## config.mk

```make
export PLATFORM = sky130hd
export DESIGN_NAME = sr_reducer
export DESIGN_NICKNAME = d
export VERILOG_FILES = /design/src/rtl/sr_pkg.sv /design/src/rtl/sr_ctrl.sv /design/src/rtl/sr_avg.sv /design/src/rtl/sr_extreme.sv /design/src/rtl/sr_reducer.sv
export SDC_FILE = /design/constraint.sdc
export NUM_CORES = 1
export LEC_CHECK = 0
export BUFFER_PORTS_ARGS = -buffer_cell sky130_fd_sc_hd__buf_4
export CAP_MARGIN = 15
export CORE_ASPECT_RATIO = 0.6
export CORE_MARGIN = 1
export CORE_UTILIZATION = 55
export DETAILED_ROUTE_END_ITERATION = 8
export GPL_ROUTABILITY_DRIVEN = 1
export PLACE_DENSITY = 0.77
export SETUP_SLACK_MARGIN = 0.1
export SLEW_MARGIN = 0
export SYNTH_ARGS = -nofsm -noshare
export SYNTH_HDL_FRONTEND = slang
export SYNTH_SLANG_ARGS = --single-unit
export TNS_END_PERCENT = 20
```

## constraint.sdc

```tcl
create_clock -name clk -period 66.6 [get_ports clk]
set_input_delay 9.99 -clock clk [delete_from_list [all_inputs] [get_ports clk]]
set_output_delay 9.99 -clock clk [all_outputs]
set_load 0.005 [all_outputs]
```

## src/rtl/sr_pkg.sv

```systemverilog
package sr_pkg;

    typedef enum logic [1:0] {
        MODE_DECIM    = 2'b00,
        MODE_AVG      = 2'b01,
        MODE_PAIR     = 2'b10,
        MODE_PAIR_ALT = 2'b11
    } mode_e;

    typedef enum logic {
        ST_COLLECT = 1'b0,
        ST_TAIL    = 1'b1
    } state_e;

    function automatic logic is_pair(input logic [1:0] m);
        return m[1];
    endfunction

endpackage

```

## src/rtl/sr_ctrl.sv

```systemverilog
module sr_ctrl #(
    parameter int RATIO_W = 8
) (
    input  logic               clk,
    input  logic               rst_n,
    input  logic               in_valid,
    input  logic               restart,
    input  logic [RATIO_W-1:0] ratio,
    input  logic [1:0]         mode,
    output logic               take,
    output logic               first,
    output logic               last,
    output logic               tail_fire
);
    import sr_pkg::*;

    localparam int CNT_W = RATIO_W + 1;

    state_e             state, state_nxt;
    logic [RATIO_W-1:0] ratio_q;
    logic [1:0]         mode_q;
    logic [CNT_W-1:0]   cnt, cnt_base, cnt_nxt;
    logic [CNT_W-1:0]   n_eff, glen;
    logic               cfg_change;

    assign cfg_change = (ratio != ratio_q) || (mode != mode_q);
    assign n_eff      = (ratio == '0) ? CNT_W'(1) : CNT_W'(ratio);
    assign glen       = is_pair(mode) ? (n_eff << 1) : n_eff;
    assign cnt_base   = cfg_change ? '0 : cnt;

    // group position decode
    always_comb begin
        take      = in_valid && !restart;
        first     = take && (cnt_base == '0);
        last      = take && (cnt_base == glen - CNT_W'(1));
        tail_fire = (state == ST_TAIL) && !restart && !cfg_change;
    end

    // next state
    always_comb begin
        state_nxt = ST_COLLECT;
        unique case (state)
            ST_COLLECT: state_nxt = (last && is_pair(mode)) ? ST_TAIL : ST_COLLECT;
            ST_TAIL:    state_nxt = (last && is_pair(mode)) ? ST_TAIL : ST_COLLECT;
        endcase
    end

    always_comb begin
        if (restart)
            cnt_nxt = '0;
        else if (take)
            cnt_nxt = last ? '0 : cnt_base + CNT_W'(1);
        else
            cnt_nxt = cnt_base;
    end

    // state register
    always_ff @(posedge clk or negedge rst_n) begin
        if (!rst_n)
            state <= ST_COLLECT;
        else
            state <= state_nxt;
    end

    always_ff @(posedge clk or negedge rst_n) begin
        if (!rst_n) begin
            cnt     <= '0;
            ratio_q <= RATIO_W'(1);
            mode_q  <= 2'b00;
        end else begin
            cnt     <= cnt_nxt;
            ratio_q <= ratio;
            mode_q  <= mode;
        end
    end

endmodule

```

## src/rtl/sr_avg.sv

```systemverilog
module sr_avg #(
    parameter int SAMPLE_W = 14,
    parameter int RATIO_W  = 8
) (
    input  logic                       clk,
    input  logic                       rst_n,
    input  logic                       take,
    input  logic                       first,
    input  logic signed [SAMPLE_W-1:0] sample,
    input  logic        [RATIO_W-1:0]  ratio,
    output logic signed [SAMPLE_W-1:0] mean
);
    localparam int ACC_W = SAMPLE_W + RATIO_W;

    logic signed [ACC_W-1:0] acc, acc_sum, divisor;
    logic        [RATIO_W-1:0] n_eff;

    assign n_eff   = (ratio == '0) ? RATIO_W'(1) : ratio;
    assign divisor = $signed({{(ACC_W-RATIO_W){1'b0}}, n_eff});
    assign acc_sum = (first ? '0 : acc) + ACC_W'(sample);
    assign mean    = SAMPLE_W'(acc_sum / divisor);

    always_ff @(posedge clk or negedge rst_n) begin
        if (!rst_n)
            acc <= '0;
        else if (take)
            acc <= acc_sum;
    end

endmodule

```

## src/rtl/sr_extreme.sv

```systemverilog
module sr_extreme #(
    parameter int SAMPLE_W = 14
) (
    input  logic                       clk,
    input  logic                       rst_n,
    input  logic                       take,
    input  logic                       first,
    input  logic signed [SAMPLE_W-1:0] sample,
    output logic signed [SAMPLE_W-1:0] lo_now,
    output logic signed [SAMPLE_W-1:0] hi_now
);
    logic signed [SAMPLE_W-1:0] lo_q, hi_q;

    assign lo_now = (first || sample < lo_q) ? sample : lo_q;
    assign hi_now = (first || sample > hi_q) ? sample : hi_q;

    always_ff @(posedge clk or negedge rst_n) begin
        if (!rst_n) begin
            lo_q <= '0;
            hi_q <= '0;
        end else if (take) begin
            lo_q <= lo_now;
            hi_q <= hi_now;
        end
    end

endmodule

```

## src/rtl/sr_reducer.sv

```systemverilog
module sr_reducer #(
    parameter int SAMPLE_W = 14,
    parameter int RATIO_W  = 8
) (
    input  logic                clk,
    input  logic                rst_n,
    input  logic                in_valid,
    input  logic [SAMPLE_W-1:0] in_sample,
    input  logic [RATIO_W-1:0]  ratio,
    input  logic [1:0]          mode,
    input  logic                restart,
    output logic                out_valid,
    output logic [SAMPLE_W-1:0] out_data,
    output logic                out_tag
);
    import sr_pkg::*;

    logic                       take, first, last, tail_fire;
    logic signed [SAMPLE_W-1:0] mean, lo_now, hi_now, hi_hold;
    logic                       emit_d, tag_d, hold_load;
    logic        [SAMPLE_W-1:0] data_d;

    sr_ctrl #(.RATIO_W(RATIO_W)) u_ctrl (
        .clk(clk), .rst_n(rst_n), .in_valid(in_valid), .restart(restart),
        .ratio(ratio), .mode(mode), .take(take), .first(first),
        .last(last), .tail_fire(tail_fire)
    );

    sr_avg #(.SAMPLE_W(SAMPLE_W), .RATIO_W(RATIO_W)) u_avg (
        .clk(clk), .rst_n(rst_n), .take(take), .first(first),
        .sample($signed(in_sample)), .ratio(ratio), .mean(mean)
    );

    sr_extreme #(.SAMPLE_W(SAMPLE_W)) u_ext (
        .clk(clk), .rst_n(rst_n), .take(take), .first(first),
        .sample($signed(in_sample)), .lo_now(lo_now), .hi_now(hi_now)
    );

    // output selection
    always_comb begin
        emit_d    = 1'b0;
        tag_d     = 1'b0;
        data_d    = in_sample;
        hold_load = 1'b0;
        unique case (mode_e'(mode))
            MODE_DECIM: begin
                emit_d = first;
            end
            MODE_AVG: begin
                emit_d = last;
                data_d = mean;
            end
            MODE_PAIR, MODE_PAIR_ALT: begin
                if (last) begin
                    emit_d    = 1'b1;
                    data_d    = lo_now;
                    hold_load = 1'b1;
                end
            end
        endcase
        if (!emit_d && tail_fire) begin
            emit_d = 1'b1;
            tag_d  = 1'b1;
            data_d = hi_hold;
        end
    end

    always_ff @(posedge clk or negedge rst_n) begin
        if (!rst_n) begin
            out_valid <= 1'b0;
            out_data  <= '0;
            out_tag   <= 1'b0;
            hi_hold   <= '0;
        end else begin
            out_valid <= emit_d;
            out_tag   <= tag_d;
            if (emit_d)
                out_data <= data_d;
            if (hold_load)
                hi_hold <= hi_now;
        end
    end

endmodule

```

### Yosys cells after proc, flatten, opt, wreduce, memory -nomap -nowiden

Cells that the tools add are included.

* output and inout port bits: 16
* word-level logic and storage cells: 59
* input port bits: 28
* register bits: 100

* $lt $le $gt $ge: 2
* add/sub/neg operators: 3
* muxes and demuxes: 19
* reductions and logical operators: 17
* equal/unequal tests: 6
* divide/modulo/power cells: 1

Operators with widths (number)
* $mux 14: 4
* $mux 9: 5
* $pmux 14 s2: 1
* $add 22x22->22: 1
* $div 22x9->22: 1
* $mux 22: 1
* $mux 8: 2
* $gt 14x14->1: 1
* $lt 14x14->1: 1
* $add 9x1->9 const B: 1
* $eq 9x9->1: 1
* $logic_not 9->1: 1
* $sub 9x1->9 const B: 1
* $logic_not 8->1: 1
* $ne 8x8->1: 1
* $logic_and 1x1->1: 7
* $mux 1: 5
* $eq 2x2->1 const B: 2
* $logic_not 1->1: 3
* $logic_or 1x1->1: 3
* $pmux 1 s3: 1
* $eq 2x1->1 const B: 1
* $logic_not 2->1: 1
* $ne 2x2->1: 1
* $reduce_or 2->1: 1

### Longest topological paths before layout

* word-level depth: 11
* mapped depth: 313

### Cells and area by module

From an unflattened synthesis, not the netlist that was laid out.

* cells, all modules: 2329
* area total of the unflattened synthesis: 18475.2 um^2

Modules (own cells, without submodules)
* sr_avg: times used 1, area each 12938.7 um^2, cells each 1834
* sr_extreme: times used 1, area each 2153.3 um^2, cells each 190
* sr_reducer: times used 1, area each 1764.2 um^2, cells each 129
* sr_ctrl: times used 1, area each 1619.1 um^2, cells each 176

### Least setup slack after synthesis

OpenSTA, ideal clock, no wires.

* path type: in2reg
* start point: input ratio[3]
* end point: register out_data[10]
* arrival time: 63.817 ns
* cell stages on the path: 299
* setup time: 0.082 ns
* setup slack: 2.701 ns
* cell sequence: clkbuf_1 xnor2_1 nand4_1 nor3_1 clkbuf_1 nand2_1 ha_1 nand2_1 a21oi_1 clkbuf_1 nor2b_1 ha_1 inv_1 fa_1 nand2b_1 a21oi_1 xor2_1 or3_1 [263 not listed] a21oi_1 nor2b_1 o21ai_0 nand2b_1 a21oi_1 nand2_1 a31oi_1 and3b_1 o21a_1 o211a_1 ha_1 nand3_1 nand2_1 o21ai_0 xnor2_1 o21ai_0 nor2_1 a31oi_1

* longest elaborated chain between the ends: 11

Ends and longest elaborated chain
* from (decl): line sr_reducer.sv:9 `input logic [RATIO_W-1:0] ratio,`
* branches (longest 11 deep; another with $add 22x22->22)
* to (signal assigned): line sr_reducer.sv:78 `out_data <= data_d;`
* to (decl): line sr_reducer.sv:13 `output logic [SAMPLE_W-1:0] out_data,`

Parallel ways; which one is timed is not known.
A chain may end at the register's enable or synchronous reset.

### Final worst setup path

* start point: input mode[0]
* end point: register out_data[10]

* longest elaborated chain between the ends: 10

Ends and longest elaborated chain
* from (decl): line sr_reducer.sv:10 `input logic [1:0] mode,`
* $ne 2x2->1: line sr_ctrl.sv:26 `assign cfg_change = (ratio != ratio_q) || (mode != mode_q);`
* $logic_or 1x1->1: line sr_ctrl.sv:26
* $mux 9: line sr_ctrl.sv:29 `assign cnt_base = cfg_change ? '0 : cnt;`
* $logic_not 9->1 or $eq 9x9->1 (tied branches): line sr_ctrl.sv:34, sr_ctrl.sv:35
* $logic_and 1x1->1 (on tied branches): line sr_ctrl.sv:34, sr_ctrl.sv:35
* $mux 22 (tied with other cells): line sr_avg.sv:20 `assign acc_sum = (first ? '0 : acc) + ACC_W'(sample);`
* $add 22x22->22 (tied with other cells): line sr_avg.sv:20
* $div 22x9->22 (tied with other cells): line sr_avg.sv:21 `assign mean = SAMPLE_W'(acc_sum / divisor);`
* $pmux 14 s2 or $logic_and 1x1->1 (tied branches): line sr_reducer.sv:45, sr_reducer.sv:61
* $mux 14 or $mux 1 (tied branches): line sr_reducer.sv:61 `if (!emit_d && tail_fire) begin`

Parallel ways exist; a longest one is shown, timed or not.

==> reports/qor.yml <==
postRouteAntennaNets: 0
maxCapViolCount: 0
ys_seq_elements: 100
slowest_delay_ns: 0.61
final_cells: 2897
dr.pass1.iters: 9
crit_slowest_cell: "or4_4"
grt_pass1_vias: 17200
num_rows: 50
max-slew-margin-rel: 0.305
hold_path.class: "flop to flop"
numCtsBuffers: 9
finalNetCount: 2704
synth.area.top_cells: "ha_1, dfrtp_1, nand2_1"
numClockSinks: 100
drc: 12
clkTransAtPathRegs_ns: 0.08
clk_latency_ns: 0.36
syn_area_um2: 17700
period_needed_ns: 63.35
grt-ovfl-total: 0
synthTopCellsByCount: "nand2_1, nor2_1, ha_1"
vias_per_cell: 6.60
final_max_slew_viol_count: 0
tightest_slew_ns: 1.04
yosys_warnings: 0
synthToLayoutAreaGrowth_pct: 11.6
worstPathRequired_ns: 66.83
fp.dieW_um: 234
synth_nets: 2642
crit_path_start_kind: "primary input"
path_max_fanout: 20
cts.htree.levels: 3
die-height_um: 141
worst_setup_path_end_kind: "flop"
start_util: 0.564
dieArea_um2: 33000
status: "finished with violations"
yosysTopAreaCell: "ha_1"
final_area_um2: 19800
worstPathArrival_ns: 63.58
drtIter0Drc: 1926
cts_root_buf: "clkbuf_16"
antenna_found_initial: 4
setup_violations: 0
ys_seq_area_frac: 0.141
cts_max_path_buffers: 2
fin_crit_sh: 0.951
gp_congestion: 1.00
ios: 44
grt_util_all_layers: 0.339
core-area_um2: 31400
vias: 19100
io_buffers: 43
hpwl_um: 44900
place_inst: 2838
wl_um: 58000
wire_per_inst_um: 20.0
layout-drive-gt1-share: 0.153
synth_cells: 2410
ys_types: 115
r2r_slack_ns: 12.67
postPlaceCellArea_um2: 18600
async_flop_share: 1.00
synth.top_cell.area_share: 0.143
grt_pass1_wl_um: 90200
holdBufCountCts: 0
grt_max_degree: 65
cpMostUsedCell: "o21a_1"
synth-edff-count: 0
worstSetupPathType: "primary input to flop"
synth_ff_type: "dfrtp_1"
failed_checks: "DRC"
fmax_mhz: 15.8
post-synth-top-count-cell: "nand2_1"
fin_worst_skew_ns: 0.0123
cts_tree: "yes"
avgSynthCellArea_um2: 7.35
hold_violations: 0
critical path: cells and delay by family:
kind,cells,cell delay [ns]
AOI/OAI and AO/OA,141,24.97
and+or+nand+nor,99,17.64
adders and majority gates,26,7.53
buffers and inverters,20,2.43
xor gates and xnor gates,3,0.79
muxes,1,0.11
layer usage:
| layer | track usage | vias to the layer above | part of all wire |
|---|---|---|---|
| met5 | 0 | - | 0 |
| met3 | 0.0643 | 97 | 0.096 |
| li1 | - | 9087 | - |
| met4 | 0.0755 | 0 | 0.019 |
| met2 | 0.502 | 896 | 0.42 |
| met1 | 0.502 | 9047 | 0.46 |
through the flow:
stage          utilization  TNS (ns)  hold slack (ns)  setup WS [ns]
6_report             0.629         0            0.479           3.25
5_1_grt              0.629    -0.626            0.497         -0.256
4_1_cts              0.607         0            0.480          0.119
3_5_place_dp         0.594     -7.02            0.456          -1.23
3_3_place_gp         0.594         0            0.454          0.888
2_1_floorplan            -         0            0.438           2.70
repair_timing:
| action | in CTS | in global routing |
|---|---|---|
| pin swaps | 2 | 29 |
| endpoints found under the setup margin | 12 | 14 |
| setup buffers | 1 | 36 |
| cloned | 0 | 2 |
| gates resized for setup | 15 | 106 |
registers in the layout, indices dropped and copies added (netlist names), 2 cells and up:
name and flops:
u_avg.acc 22, hi_hold 14, out_data 14, u_ext.hi_q 14, u_ext.lo_q 14, u_ctrl.cnt 9, u_ctrl.ratio_q 8, u_ctrl.mode_q 2
final timing paths:
kind / start / endpoint / depth (start not counted)
hold / removal: u_avg.acc[19] / u_avg.acc[19] / 2
setup reg to reg: u_ctrl.mode_q[0] / out_data[10] / 289
setup / recovery: mode[0] / out_data[10] / 290
min in group asynchronous: rst_n / u_ext.hi_q[2] / 1
hold reg to reg: u_avg.acc[19] / u_avg.acc[19] / 2
max in group asynchronous: rst_n / u_avg.acc[5] / 2
cell families after synthesis:
kind of cell    Yosys count  share of synthesized area
simple gates            988                      0.284
flops                   100                      0.141
xor+xnor                120                     0.0606
fa+ha+maj               205                      0.145
buf+inv                 181                     0.0407
mux                      81                     0.0497
compound gates          735                      0.279
cells in the final DEF, fill, tap and decap left out, types with 26 or more instances in the layout:
master / count
a21o_1: 27
a21oi_1: 126
a31oi_1: 26
and2_1: 26
and3_1: 26
buf_4: 136
dfrtp_1: 99
ha_1: 200
inv_1: 91
mux2_2: 40
mux2i_1: 35
nand2_1: 273
nand2b_1: 35
nand3_1: 45
nand4_1: 31
nor2_1: 190
nor2b_1: 38
nor3_1: 124
o211ai_1: 27
o21a_1: 99
o21ai_0: 149
o31ai_1: 43
or2_2: 28
or3_1: 29
xnor2_1: 76
xor2_1: 36
area by class of cell:
type,instances,area [um^2]
diodes,4,10.0
clock buffers,10,229
clock inverters,6,93.8
fillers,2812,11600
inverters,93,349
multi-input cells,2130,15000
flip-flops and latches,100,2500
well taps,416,520
repair buffers,138,1040
Power is not shown: default switching activity piles up to over one toggle a cycle in this logic, so the estimate is an artifact.
